**src/rtl/cpu_seq_pkg.sv**
```systemverilog
package cpu_seq_pkg;

    localparam int DATA_W = 8;
    localparam int ADDR_W = 8;
    localparam int OP_W   = 4;
    localparam int NREG   = 4;
    localparam int RIDX_W = $clog2(NREG);
    localparam int FLAG_W = 4;
    localparam int COND_W = 3;

    // flag bit positions inside the flag register: {Z,N,C,V}
    localparam int FLG_Z = 3;
    localparam int FLG_N = 2;
    localparam int FLG_C = 1;
    localparam int FLG_V = 0;

    localparam logic [OP_W-1:0] OPC_CMP   = 4'h9;
    localparam logic [OP_W-1:0] OPC_LOAD  = 4'hA;
    localparam logic [OP_W-1:0] OPC_STORE = 4'hB;
    localparam logic [OP_W-1:0] OPC_JMP   = 4'hC;
    localparam logic [OP_W-1:0] OPC_JCC   = 4'hD;
    localparam logic [OP_W-1:0] OPC_CALL  = 4'hE;
    localparam logic [OP_W-1:0] OPC_HALT  = 4'hF;

    localparam int SHORT_LEN = 2;
    localparam int LONG_LEN  = 4;

    typedef enum logic [2:0] {
        S_FETCH_HI,
        S_FETCH_LO,
        S_ADDR_HI,
        S_ADDR_LO,
        S_EXEC,
        S_MEM,
        S_HALTED
    } seq_state_e;

    function automatic logic has_addr_word(input logic [OP_W-1:0] op);
        return (op >= OPC_LOAD) && (op <= OPC_CALL);
    endfunction

endpackage

```
**src/rtl/cpu_seq_decode.sv**
```systemverilog
module cpu_seq_decode
    import cpu_seq_pkg::*;
(
    input  logic [DATA_W-1:0] hi_byte,
    output logic [OP_W-1:0]   op,
    output logic [RIDX_W-1:0] rd,
    output logic [RIDX_W-1:0] rs,
    output logic              is_alu,
    output logic              writes_rd
);
    always_comb begin
        op        = hi_byte[DATA_W-1 -: OP_W];
        rd        = hi_byte[2*RIDX_W-1 -: RIDX_W];
        rs        = hi_byte[RIDX_W-1:0];
        is_alu    = (op <= OPC_CMP);
        writes_rd = is_alu && (op != OPC_CMP);
    end
endmodule

```
**src/rtl/cpu_seq_cond.sv**
```systemverilog
module cpu_seq_cond
    import cpu_seq_pkg::*;
(
    input  logic [FLAG_W-1:0] flags,
    input  logic [COND_W-1:0] sel,
    output logic              take
);
    logic [3:0] pick;

    always_comb begin
        // sel[2:1]: 0 Z, 1 C, 2 N, 3 V ; sel[0] inverts
        pick[0] = flags[FLG_Z];
        pick[1] = flags[FLG_C];
        pick[2] = flags[FLG_N];
        pick[3] = flags[FLG_V];
        take    = pick[sel[2:1]] ^ sel[0];
    end
endmodule

```
**src/rtl/cpu_seq_regs.sv**
```systemverilog
module cpu_seq_regs #(
    parameter int N  = 4,
    parameter int W  = 8,
    localparam int IW = $clog2(N)
)(
    input  logic          clk,
    input  logic          rst_n,
    input  logic          we,
    input  logic [IW-1:0] waddr,
    input  logic [W-1:0]  wdata,
    input  logic [IW-1:0] ra,
    input  logic [IW-1:0] rb,
    output logic [W-1:0]  qa,
    output logic [W-1:0]  qb
);
    logic [N-1:0][W-1:0] regs_d;
    logic [N-1:0][W-1:0] regs_q;

    always_comb begin
        regs_d = regs_q;
        for (int i = 0; i < N; i++) begin
            if (we && (waddr == IW'(i))) begin
                regs_d[i] = wdata;
            end
        end
    end

    always_ff @(posedge clk or negedge rst_n) begin
        if (!rst_n) begin
            regs_q <= '0;
        end else begin
            regs_q <= regs_d;
        end
    end

    assign qa = regs_q[ra];
    assign qb = regs_q[rb];

    // a register changes only in a cycle in which the write port targets it
    for (genvar g = 0; g < N; g++) begin : g_chk
        p_reg_write_only_r3: assert property (@(posedge clk) disable iff (!rst_n)
            !(we && (waddr == IW'(g))) |=> $stable(regs_q[g]));
    end
endmodule

```
**src/rtl/byte_cpu_seq.sv**
```systemverilog
module byte_cpu_seq
    import cpu_seq_pkg::*;
#(
    parameter logic [ADDR_W-1:0] SP_RESET = '1,
    parameter logic [ADDR_W-1:0] PC_RESET = '0
)(
    input  logic              clk,
    input  logic              rst_n,
    output logic [ADDR_W-1:0] mem_addr,
    output logic              mem_re,
    output logic              mem_we,
    output logic [DATA_W-1:0] mem_wdata,
    input  logic [DATA_W-1:0] mem_rdata,
    output logic [OP_W-1:0]   alu_op,
    output logic [DATA_W-1:0] alu_a,
    output logic [DATA_W-1:0] alu_b,
    input  logic [DATA_W-1:0] alu_y,
    input  logic [FLAG_W-1:0] alu_flags,
    output logic              halted
);
    typedef struct packed {
        seq_state_e          st;
        logic [ADDR_W-1:0]   pc;
        logic [ADDR_W-1:0]   sp;
        logic [DATA_W-1:0]   ir_hi;
        logic [COND_W-1:0]   csel;
        logic [FLAG_W-1:0]   flags;
        logic                halt;
    } seq_t;

    localparam seq_t SEQ_RESET = '{
        st: S_FETCH_HI, pc: PC_RESET, sp: SP_RESET,
        ir_hi: '0, csel: '0, flags: '0, halt: 1'b0
    };

    seq_t r_d;
    seq_t r_q;

    logic [OP_W-1:0]   dec_op;
    logic [RIDX_W-1:0] dec_rd;
    logic [RIDX_W-1:0] dec_rs;
    logic              dec_is_alu;
    logic              dec_wr;
    logic              cond_take;
    logic              rf_we;
    logic [RIDX_W-1:0] rf_waddr;
    logic [DATA_W-1:0] rf_wdata;
    logic [DATA_W-1:0] rf_qa;
    logic [DATA_W-1:0] rf_qb;

    cpu_seq_decode u_dec (
        .hi_byte   (r_q.ir_hi),
        .op        (dec_op),
        .rd        (dec_rd),
        .rs        (dec_rs),
        .is_alu    (dec_is_alu),
        .writes_rd (dec_wr)
    );

    cpu_seq_cond u_cond (
        .flags (r_q.flags),
        .sel   (r_q.csel),
        .take  (cond_take)
    );

    cpu_seq_regs #(.N(NREG), .W(DATA_W)) u_regs (
        .clk   (clk),
        .rst_n (rst_n),
        .we    (rf_we),
        .waddr (rf_waddr),
        .wdata (rf_wdata),
        .ra    (dec_rd),
        .rb    (dec_rs),
        .qa    (rf_qa),
        .qb    (rf_qb)
    );

    assign alu_op = dec_op;
    assign alu_a  = rf_qa;
    assign alu_b  = rf_qb;
    assign halted = r_q.halt;

    always_comb begin
        r_d       = r_q;
        mem_re    = 1'b0;
        mem_we    = 1'b0;
        mem_addr  = r_q.pc;
        mem_wdata = '0;
        rf_we     = 1'b0;
        rf_waddr  = dec_rd;
        rf_wdata  = alu_y;

        unique case (r_q.st)
            S_FETCH_HI: begin
                mem_re  = 1'b1;
                r_d.st  = S_FETCH_LO;
            end
            S_FETCH_LO: begin
                mem_re    = 1'b1;
                mem_addr  = r_q.pc + ADDR_W'(1);
                r_d.ir_hi = mem_rdata;
                r_d.st    = has_addr_word(mem_rdata[DATA_W-1 -: OP_W]) ? S_ADDR_HI : S_EXEC;
            end
            S_ADDR_HI: begin
                // read data here is the immediate byte of the instruction
                mem_re   = 1'b1;
                mem_addr = r_q.pc + ADDR_W'(2);
                r_d.csel = mem_rdata[COND_W-1:0];
                r_d.st   = S_ADDR_LO;
            end
            S_ADDR_LO: begin
                // read data here is the address high byte, which is unused
                mem_re   = 1'b1;
                mem_addr = r_q.pc + ADDR_W'(3);
                r_d.st   = S_EXEC;
            end
            S_EXEC: begin
                r_d.st = S_FETCH_HI;
                if (dec_is_alu) begin
                    rf_we     = dec_wr;
                    r_d.flags = alu_flags;
                    r_d.pc    = r_q.pc + ADDR_W'(SHORT_LEN);
                end else begin
                    unique case (dec_op)
                        OPC_LOAD: begin
                            mem_re   = 1'b1;
                            mem_addr = mem_rdata[ADDR_W-1:0];
                            r_d.pc   = r_q.pc + ADDR_W'(LONG_LEN);
                            r_d.st   = S_MEM;
                        end
                        OPC_STORE: begin
                            mem_we    = 1'b1;
                            mem_addr  = mem_rdata[ADDR_W-1:0];
                            mem_wdata = rf_qb;
                            r_d.pc    = r_q.pc + ADDR_W'(LONG_LEN);
                        end
                        OPC_JMP: begin
                            r_d.pc = mem_rdata[ADDR_W-1:0];
                        end
                        OPC_JCC: begin
                            r_d.pc = cond_take ? mem_rdata[ADDR_W-1:0]
                                               : r_q.pc + ADDR_W'(LONG_LEN);
                        end
                        OPC_CALL: begin
                            r_d.sp    = r_q.sp - ADDR_W'(1);
                            mem_we    = 1'b1;
                            mem_addr  = r_q.sp - ADDR_W'(1);
                            mem_wdata = DATA_W'(r_q.pc + ADDR_W'(LONG_LEN));
                            r_d.pc    = mem_rdata[ADDR_W-1:0];
                        end
                        default: begin
                            r_d.halt = 1'b1;
                            r_d.st   = S_HALTED;
                        end
                    endcase
                end
            end
            S_MEM: begin
                rf_we    = 1'b1;
                rf_wdata = mem_rdata;
                r_d.st   = S_FETCH_HI;
            end
            default: begin
                r_d.halt = 1'b1;
                r_d.st   = S_HALTED;
            end
        endcase
    end

    always_ff @(posedge clk or negedge rst_n) begin
        if (!rst_n) begin
            r_q <= SEQ_RESET;
        end else begin
            r_q <= r_d;
        end
    end

    // once halted, the memory port stays idle
    p_quiet_after_halt_r9: assert property (@(posedge clk) disable iff (!rst_n)
        r_q.halt |-> (!mem_re && !mem_we));

    // halted never drops before reset
    p_halt_sticky_r9: assert property (@(posedge clk) disable iff (!rst_n)
        r_q.halt |=> r_q.halt);

    // the stack pointer only ever steps down by one
    p_sp_step_r8: assert property (@(posedge clk) disable iff (!rst_n)
        (r_q.sp != $past(r_q.sp)) |-> (r_q.sp == $past(r_q.sp) - ADDR_W'(1)));

    // PC holds at the instruction start while its bytes are fetched
    p_pc_hold_fetch_r2: assert property (@(posedge clk) disable iff (!rst_n)
        (r_q.st inside {S_FETCH_LO, S_ADDR_HI, S_ADDR_LO}) |=> $stable(r_q.pc));

    // flags move only on an execute cycle
    p_flags_hold_r4: assert property (@(posedge clk) disable iff (!rst_n)
        (r_q.st != S_EXEC) |=> $stable(r_q.flags));

    // read and write never share a cycle
    p_rw_exclusive_r10: assert property (@(posedge clk) disable iff (!rst_n)
        !(mem_re && mem_we));
endmodule

```
**config.mk**
```make
export PLATFORM = sky130hd
export DESIGN_NAME = byte_cpu_seq
export DESIGN_NICKNAME = d
export VERILOG_FILES = /design/src/rtl/cpu_seq_pkg.sv /design/src/rtl/cpu_seq_decode.sv /design/src/rtl/cpu_seq_cond.sv /design/src/rtl/cpu_seq_regs.sv /design/src/rtl/byte_cpu_seq.sv
export SDC_FILE = /design/constraint.sdc
export NUM_CORES = 1
export LEC_CHECK = 0
export BUFFER_PORTS_ARGS = -buffer_cell sky130_fd_sc_hd__buf_4
export CAP_MARGIN = 10
export CELL_PAD_IN_SITES_DETAIL_PLACEMENT = 1
export CELL_PAD_IN_SITES_GLOBAL_PLACEMENT = 1
export CORE_UTILIZATION = 35
export CTS_BUF_LIST = sky130_fd_sc_hd__clkbuf_4 sky130_fd_sc_hd__clkbuf_8 sky130_fd_sc_hd__clkbuf_16
export DETAILED_ROUTE_END_ITERATION = 16
export MAX_ROUTING_LAYER = met4
export PLACE_DENSITY = 0.76
export SLEW_MARGIN = 20
export SYNTH_ARGS = -nofsm -noshare
export SYNTH_HDL_FRONTEND = slang
export SYNTH_SLANG_ARGS = --single-unit
export TNS_END_PERCENT = 10
```
**constraint.sdc**
```tcl
create_clock -name clk -period 3.1 [get_ports clk]
set_input_delay 0.62 -clock clk [delete_from_list [all_inputs] [get_ports clk]]
set_output_delay 0.62 -clock clk [all_outputs]
set_load 0.01 [all_outputs]
```
# --- After elaboration in Yosys (flattened, before gate mapping) ---
# Cells that the tools add are included.
op_classes:
  muxes: 31
  n_lt_le_gt_ge: 6
  reduce_logical: 20
  add_sub_neg: 5
  bitwise: 3
  n_eq_ne: 16
op_table:
  columns: ["op", "count"]
  rows:
  - ["8-bit 2-to-1 mux", 8]
  - ["8-bit binary-select mux with 2-bit select", 2]
  - ["8-bit one-hot mux with 2 select lines", 2]
  - ["8-bit one-hot mux with 4 select lines", 1]
  - ["8-bit one-hot mux with 3 select lines", 1]
  - ["4-bit equality test (second input constant)", 5]
  - ["3-bit one-hot mux with 6 select lines", 1]
  - ["8-bit by 2-bit adder with 8-bit output (second input constant)", 2]
  - ["5-bit OR reduction", 2]
  - ["2-bit by 3-bit less-than comparator with 1-bit output (second input constant)", 3]
  - ["1-bit 2-to-1 mux", 9]
  - ["8-bit by 1-bit adder with 8-bit output (second input constant)", 1]
  - ["8-bit by 3-bit adder with 8-bit output (second input constant)", 1]
  - ["4-bit <= comparator (second input constant)", 2]
  - ["4-bit OR reduction", 2]
  - ["8-bit by 1-bit subtractor with 8-bit output (second input constant)", 1]
  - ["3-bit by 2-bit equality test with 1-bit output (second input constant)", 2]
  - ["3-bit equality test (second input constant)", 2]
  - ["1-bit logical AND", 6]
  - ["3-bit 2-to-1 mux", 2]
  - ["1-bit one-hot mux with 2 select lines", 3]
  - ["3-bit one-hot mux with 2 select lines", 1]
  - ["3-bit AND reduction", 2]
  - ["2-bit OR reduction", 3]
  - ["13 further kinds", 17]
totals:
  input_bits: 22
  word_cells: 92
  output_inout_bits: 39
  regBits: 67

# --- Logic depth before layout (Yosys ltp) ---
depth:
  word_depth: 6
  ltp_mapped: 9
  depth_no_buf: 9

# --- Hierarchy ---
# Synthesis repeated with hierarchy kept, for this count alone.
hier_totals:
  hier_cells: 427
  hier_area_um2: 4535.6
by_module_without_submodules:
  columns: ["module", "seq_area_each_um2", "cells_each", "instances", "area_per_inst_um2"]
  rows:
  - ["byte_cpu_seq", 885.8, 327, 1, 2836.5]
  - ["cpu_seq_regs", 800.8, 88, 1, 1590.3]
  - ["cpu_seq_decode", 0.0, 10, 1, 77.6]
  - ["cpu_seq_cond", 0.0, 2, 1, 31.3]

# --- Worst setup path before layout ---
# Ideal clock, no wire load.
synth_timing:
  path_type: "register to output"
  from: "register r_q[33] (netlist name)"
  to: "output port mem_addr[7]"
  path_buffers: 2
  required_time_ns: 2.480
  path_slack_ns: 0.420
  stages_incl_launch_ff: 10
  arrival_time_ns: 2.060
  path_cell_list: "dfrtp_1 > clkbuf_1 > clkbuf_1 > and2_1 > ha_1 > a21oi_1 > nor3_1 > xor2_1 > a221oi_1 > o21ai_1"
synth_via:
  elab_chain_cells: 2
  elab_cells_between_ends: 5
  classes_between: "eq/ne: 4; mux: 1"
synth_lines:
  columns: ["item", "line_no", "text"]
  rows:
  - ["from (decl)", "byte_cpu_seq.sv:37", "seq_t r_q;"]
  - ["from (signal assigned)", "byte_cpu_seq.sv:174", "r_q <= r_d;"]
  - ["3-bit equality test (tied with other cells)", "byte_cpu_seq.sv:93", "unique case (r_q.st)"]
  - ["8-bit one-hot mux with 4 select lines (*)", "byte_cpu_seq.sv:93", null]
  - ["to (decl)", "byte_cpu_seq.sv:9", "output logic [ADDR_W-1:0] mem_addr,"]
# Every way passes the cells marked *; elsewhere a longest branch is shown, timed or not.

# --- Worst setup path after layout ---
layout_timing:
  from: "register r_q[25] (netlist name)"
  to: "output port mem_addr[7]"
layout_via:
  elab_chain_cells: 2
  elab_cells_between_ends: 4
  classes_between: "add/sub: 3; mux: 1"
layout_lines:
  columns: ["item", "line_no", "text"]
  rows:
  - ["8-bit by 2-bit adder with 8-bit output (tied with other cells)", "byte_cpu_seq.sv:114", "mem_addr = r_q.pc + ADDR_W'(3);"]
  - ["8-bit one-hot mux with 4 select lines (*)", "byte_cpu_seq.sv:93", null]
# Marked as above.

==> key figures <==
Global route
  • First-pass GRT wire length: around 22000 um
  • Total track usage: 0.241
  • Largest net degree at the start of global routing: between 60 and 70
  • Initial antenna violation count: 0
  • Remaining global-route overflow: 0
  • Vias in the first global route: 3978

Logic synthesis
  • Multiplexer share of the synthesized area: 0.147
  • XOR/XNOR Fraction of Synth Area: 0.0491
  • Synthesized area: 4290 um^2
  • Complex-gate fraction of the synthesized area: 0.171
  • Syn_nets: between 400 and 500
  • Post-synth EDFFs: 0
  • Main combinational cell family by area after synthesis: simple AND/OR/NAND/NOR gates
  • Async S/R FF share, synth: 1.00
  • Sequential fraction of the synthesis area: 0.394
  • Post-Synth Adder-Cell Area: 0.0164
  • Synth Register Bits: between 60 and 70
  • Synth unique cells: 64
  • Main synth FF type: dfrtp_1
  • Synth Area in Simple Gates: 0.180
  • Syn Inst Count: roughly 450
  • Yosys Warn Count: 0
  • Mean area per synthesized cell: between 9 and 10 um^2

Critical path
  • Critical path fanouts, max: 13
  • Critical path required time: between 2 and 2.5 ns
  • Critical path arrival: 2.39 ns
  • Setup crit end kind: output port
  • Crit path kind: reg2out
  • Crit Reg-Reg Startpoint: r_q[33]
  • Slowest cell on crit path: dfrtp_1
  • Worst Setup SP: r_q[25]
  • Worst-path cell chain: ha_1, nand3_1, nor2_1, o21ai_0, a221oi_2, o21ai_1, buf_4
  • Worst path max stage delay: between 0.6 and 0.7 ns
  • Critical path startpoint category: register

Route
  • Mean number of vias per cell: between 5 and 6
  • Routed Antenna Nets: 0
  • Post-route DRC: 0
  • Routed WL: 14200 um
  • Initial DRC count: roughly 280
  • Pre-antenna DRT Iters: 4
  • Routed vias: 3843
  • WL per Instance: roughly 22 um

Flow run
  • MaxCap Viol Count: 0

Finish
  • Non-Filler Instances: approximately 650
  • Layout fillers: around 1.3k
  • Most frequent cells in the layout: buf_4, dfrtp_1, nand2_1
  • Reg area: around 1700 um^2
  • Antenna diode count: 0
  • Final Util: 0.434
  • Commonest non-fill, non-tap cell in the layout: buf_4
  • Final net count: around 530
  • Area Overhead vs Synth: 21.1%
  • Area of the multi-input gates: ~2400 um^2
  • Finished layout cell area: 5190 um^2
  • Share of layout cells above drive strength 1: 0.280

Place
  • # port buffers: 60
  • Placed Cells: around 640
  • Dpl hpwl: roughly 10000 um
  • Placed cell area: 4860 um^2
  • Final weighted congestion in routability-driven placement: about 0.96

Timing
  • Slew Limit Fails: 0
  • Slew @ Worst Pin: 0.886 ns
  • Fin Clk Skew: between 0.009 and 0.01 ns
  • Minimum clock period: 3.01 ns
  • Fin crit share: 0.970
  • Slew headroom: 0.409
  • Highest clock rate: around 330 MHz
  • Final setup fails: 0
  • RSZ-0062 raised after global routing: true
  • Setup TNS: 0 ns
  • Fin. Hold Viols: 0

Floorplanning
  • Die X: between 100 and 150 um
  • Core footprint: 12000 um^2
  • Initial core utilization: 0.358
  • FP Rows: 40
  • Ports: 61
  • Die area: 12700 um^2
  • Chip height: around 110 um

Power and ir drop
  • Net Sw Power: ~480 uW
  • Worst vdd ir: between 0.2 and 0.25 mV
  • Pleak: 2.10 nW
  • Total power: between 2 and 2.5 mW
  • P per Cell Area: between 300 and 400 nW/um^2
  • Fraction of power spent switching nets: 0.233
  • Clock network power share: 0.519
  • Internal: approximately 1.6 mW
  • Reg power frac: 0.435
  • Combinational power share: 0.046

Clocking
  • Cts bufs inserted: 9
  • CTS tree: done
  • Clk root buf: clkbuf_16
  • Max Root-Sink Buffers: 2
  • Clock transition at path regs: approximately 0.060 ns
  • Clk_lat worst skew: approximately 0.34 ns
  • Post-CTS setup buffers: 0
  • Hold_buf cts: 0
  • Clk sinks: between 60 and 70
  • Post-cts resize count: 0
  • H-tree lvl count: 3

Min path
  • HP Class: in2async

Status
  • Outcome: completed
-- through the flow --
step / hold WS, ns / worst slack (ns)
2_1_floorplan: 0.324 / 0.420
3_3_place_gp: 0.454 / 0.469
3_5_place_dp: 0.466 / 0.418
4_1_cts: 0.432 / 0.0285
5_1_grt: 0.449 / -0.0474
6_report: 0.380 / 0.0942
-- sequential cells by signal, indices dropped and copies added, names as in the netlist --
name / cells
halted: 1
r_q: 34
u_regs.regs_q: 32
-- critical path: cells and delay by family, from the launching register on --
family	cells	cell delay, ns
and+or+nand+nor	2	0.43
AOI/OAI and AO/OA	3	0.49
buffers and inverters	1	0.15
adders and majority gates	1	0.31
DFF	1	0.66
-- layer usage --
layer,track usage,share of wire,vias up
met5,-,0,-
met4,0.0898,0.020,0
met3,0.0416,0.060,23
met2,0.389,0.49,135
met1,0.303,0.43,1949
li1,-,-,1736
-- cell usage after synthesis (5+ instances only) --
master / count / area share
dfrtp_1: 59 / 0.34
nand2_1: 55 / 0.048
o21ai_0: 35 / 0.041
nor2_1: 28 / 0.025
a21oi_1: 23 / 0.027
mux4_2: 16 / 0.084
xor2_1: 15 / 0.031
o21ai_1: 14 / 0.016
clkbuf_1: 13 / 0.011
mux2_2: 13 / 0.034
nand3_1: 13 / 0.015
buf_2: 11 / 0.013
mux2i_1: 11 / 0.026
xnor2_1: 9 / 0.018
dfstp_2: 8 / 0.049
nand2b_1: 8 / 0.012
a31oi_1: 7 / 0.010
inv_1: 6 / 0.0053
nor3_1: 6 / 0.0070
a22o_1: 5 / 0.010
and2_1: 5 / 0.0073
buf_4: 5 / 0.0088
or3_1: 5 / 0.0073
-- power groups by stage --
stage	registers [mW]	logic (mW)	clock network, mW
5_1_grt	0.890	0.103	1.11
6_report	0.890	0.0941	1.06
4_1_cts	0.889	0.0946	1.08
2_1_floorplan	0.900	0.0343	0
3_3_place_gp	0.903	0.0907	0
3_5_place_dp	0.904	0.0941	0
-- cells by family (layout without fill, tap and decap cells) --
kind of cell             count (synthesis)  in the layout
AO/OA/AOI/OAI                          119            119
XOR/XNOR                                24             24
adder cells (fa/ha/maj)                  5              5
buffers and inverters                   40             96
flip-flops                              67             67
multiplexers                            41             41
AND/OR/NAND/NOR                        152            152
-- path summary, 6_finish.rpt --
| kind | end | slack (ns) | cells past startpoint |
|---|---|---|---|
| worst max-delay path | mem_addr[7] | 0.09 | 7 |
| min in group clk | halted | 0.47 | 1 |
| worst min-delay path | r_q[14] | 0.38 | 1 |
| worst max register to register | r_q[27] | 0.71 | 7 |
| worst min register to register | halted | 0.47 | 1 |
| max in group asynchronous | u_regs.regs_q[6] | 2.12 | 1 |
-- area by class of cell --
type	count	area share
inverters	7	0.00507
well taps	147	0.0355
repair buffers	73	0.106
clock inverters	6	0.0135
clock buffers	10	0.0461
flip-flops and latches	67	0.325
multi-input cells	341	0.469
Power figures use the tool's default switching activity.
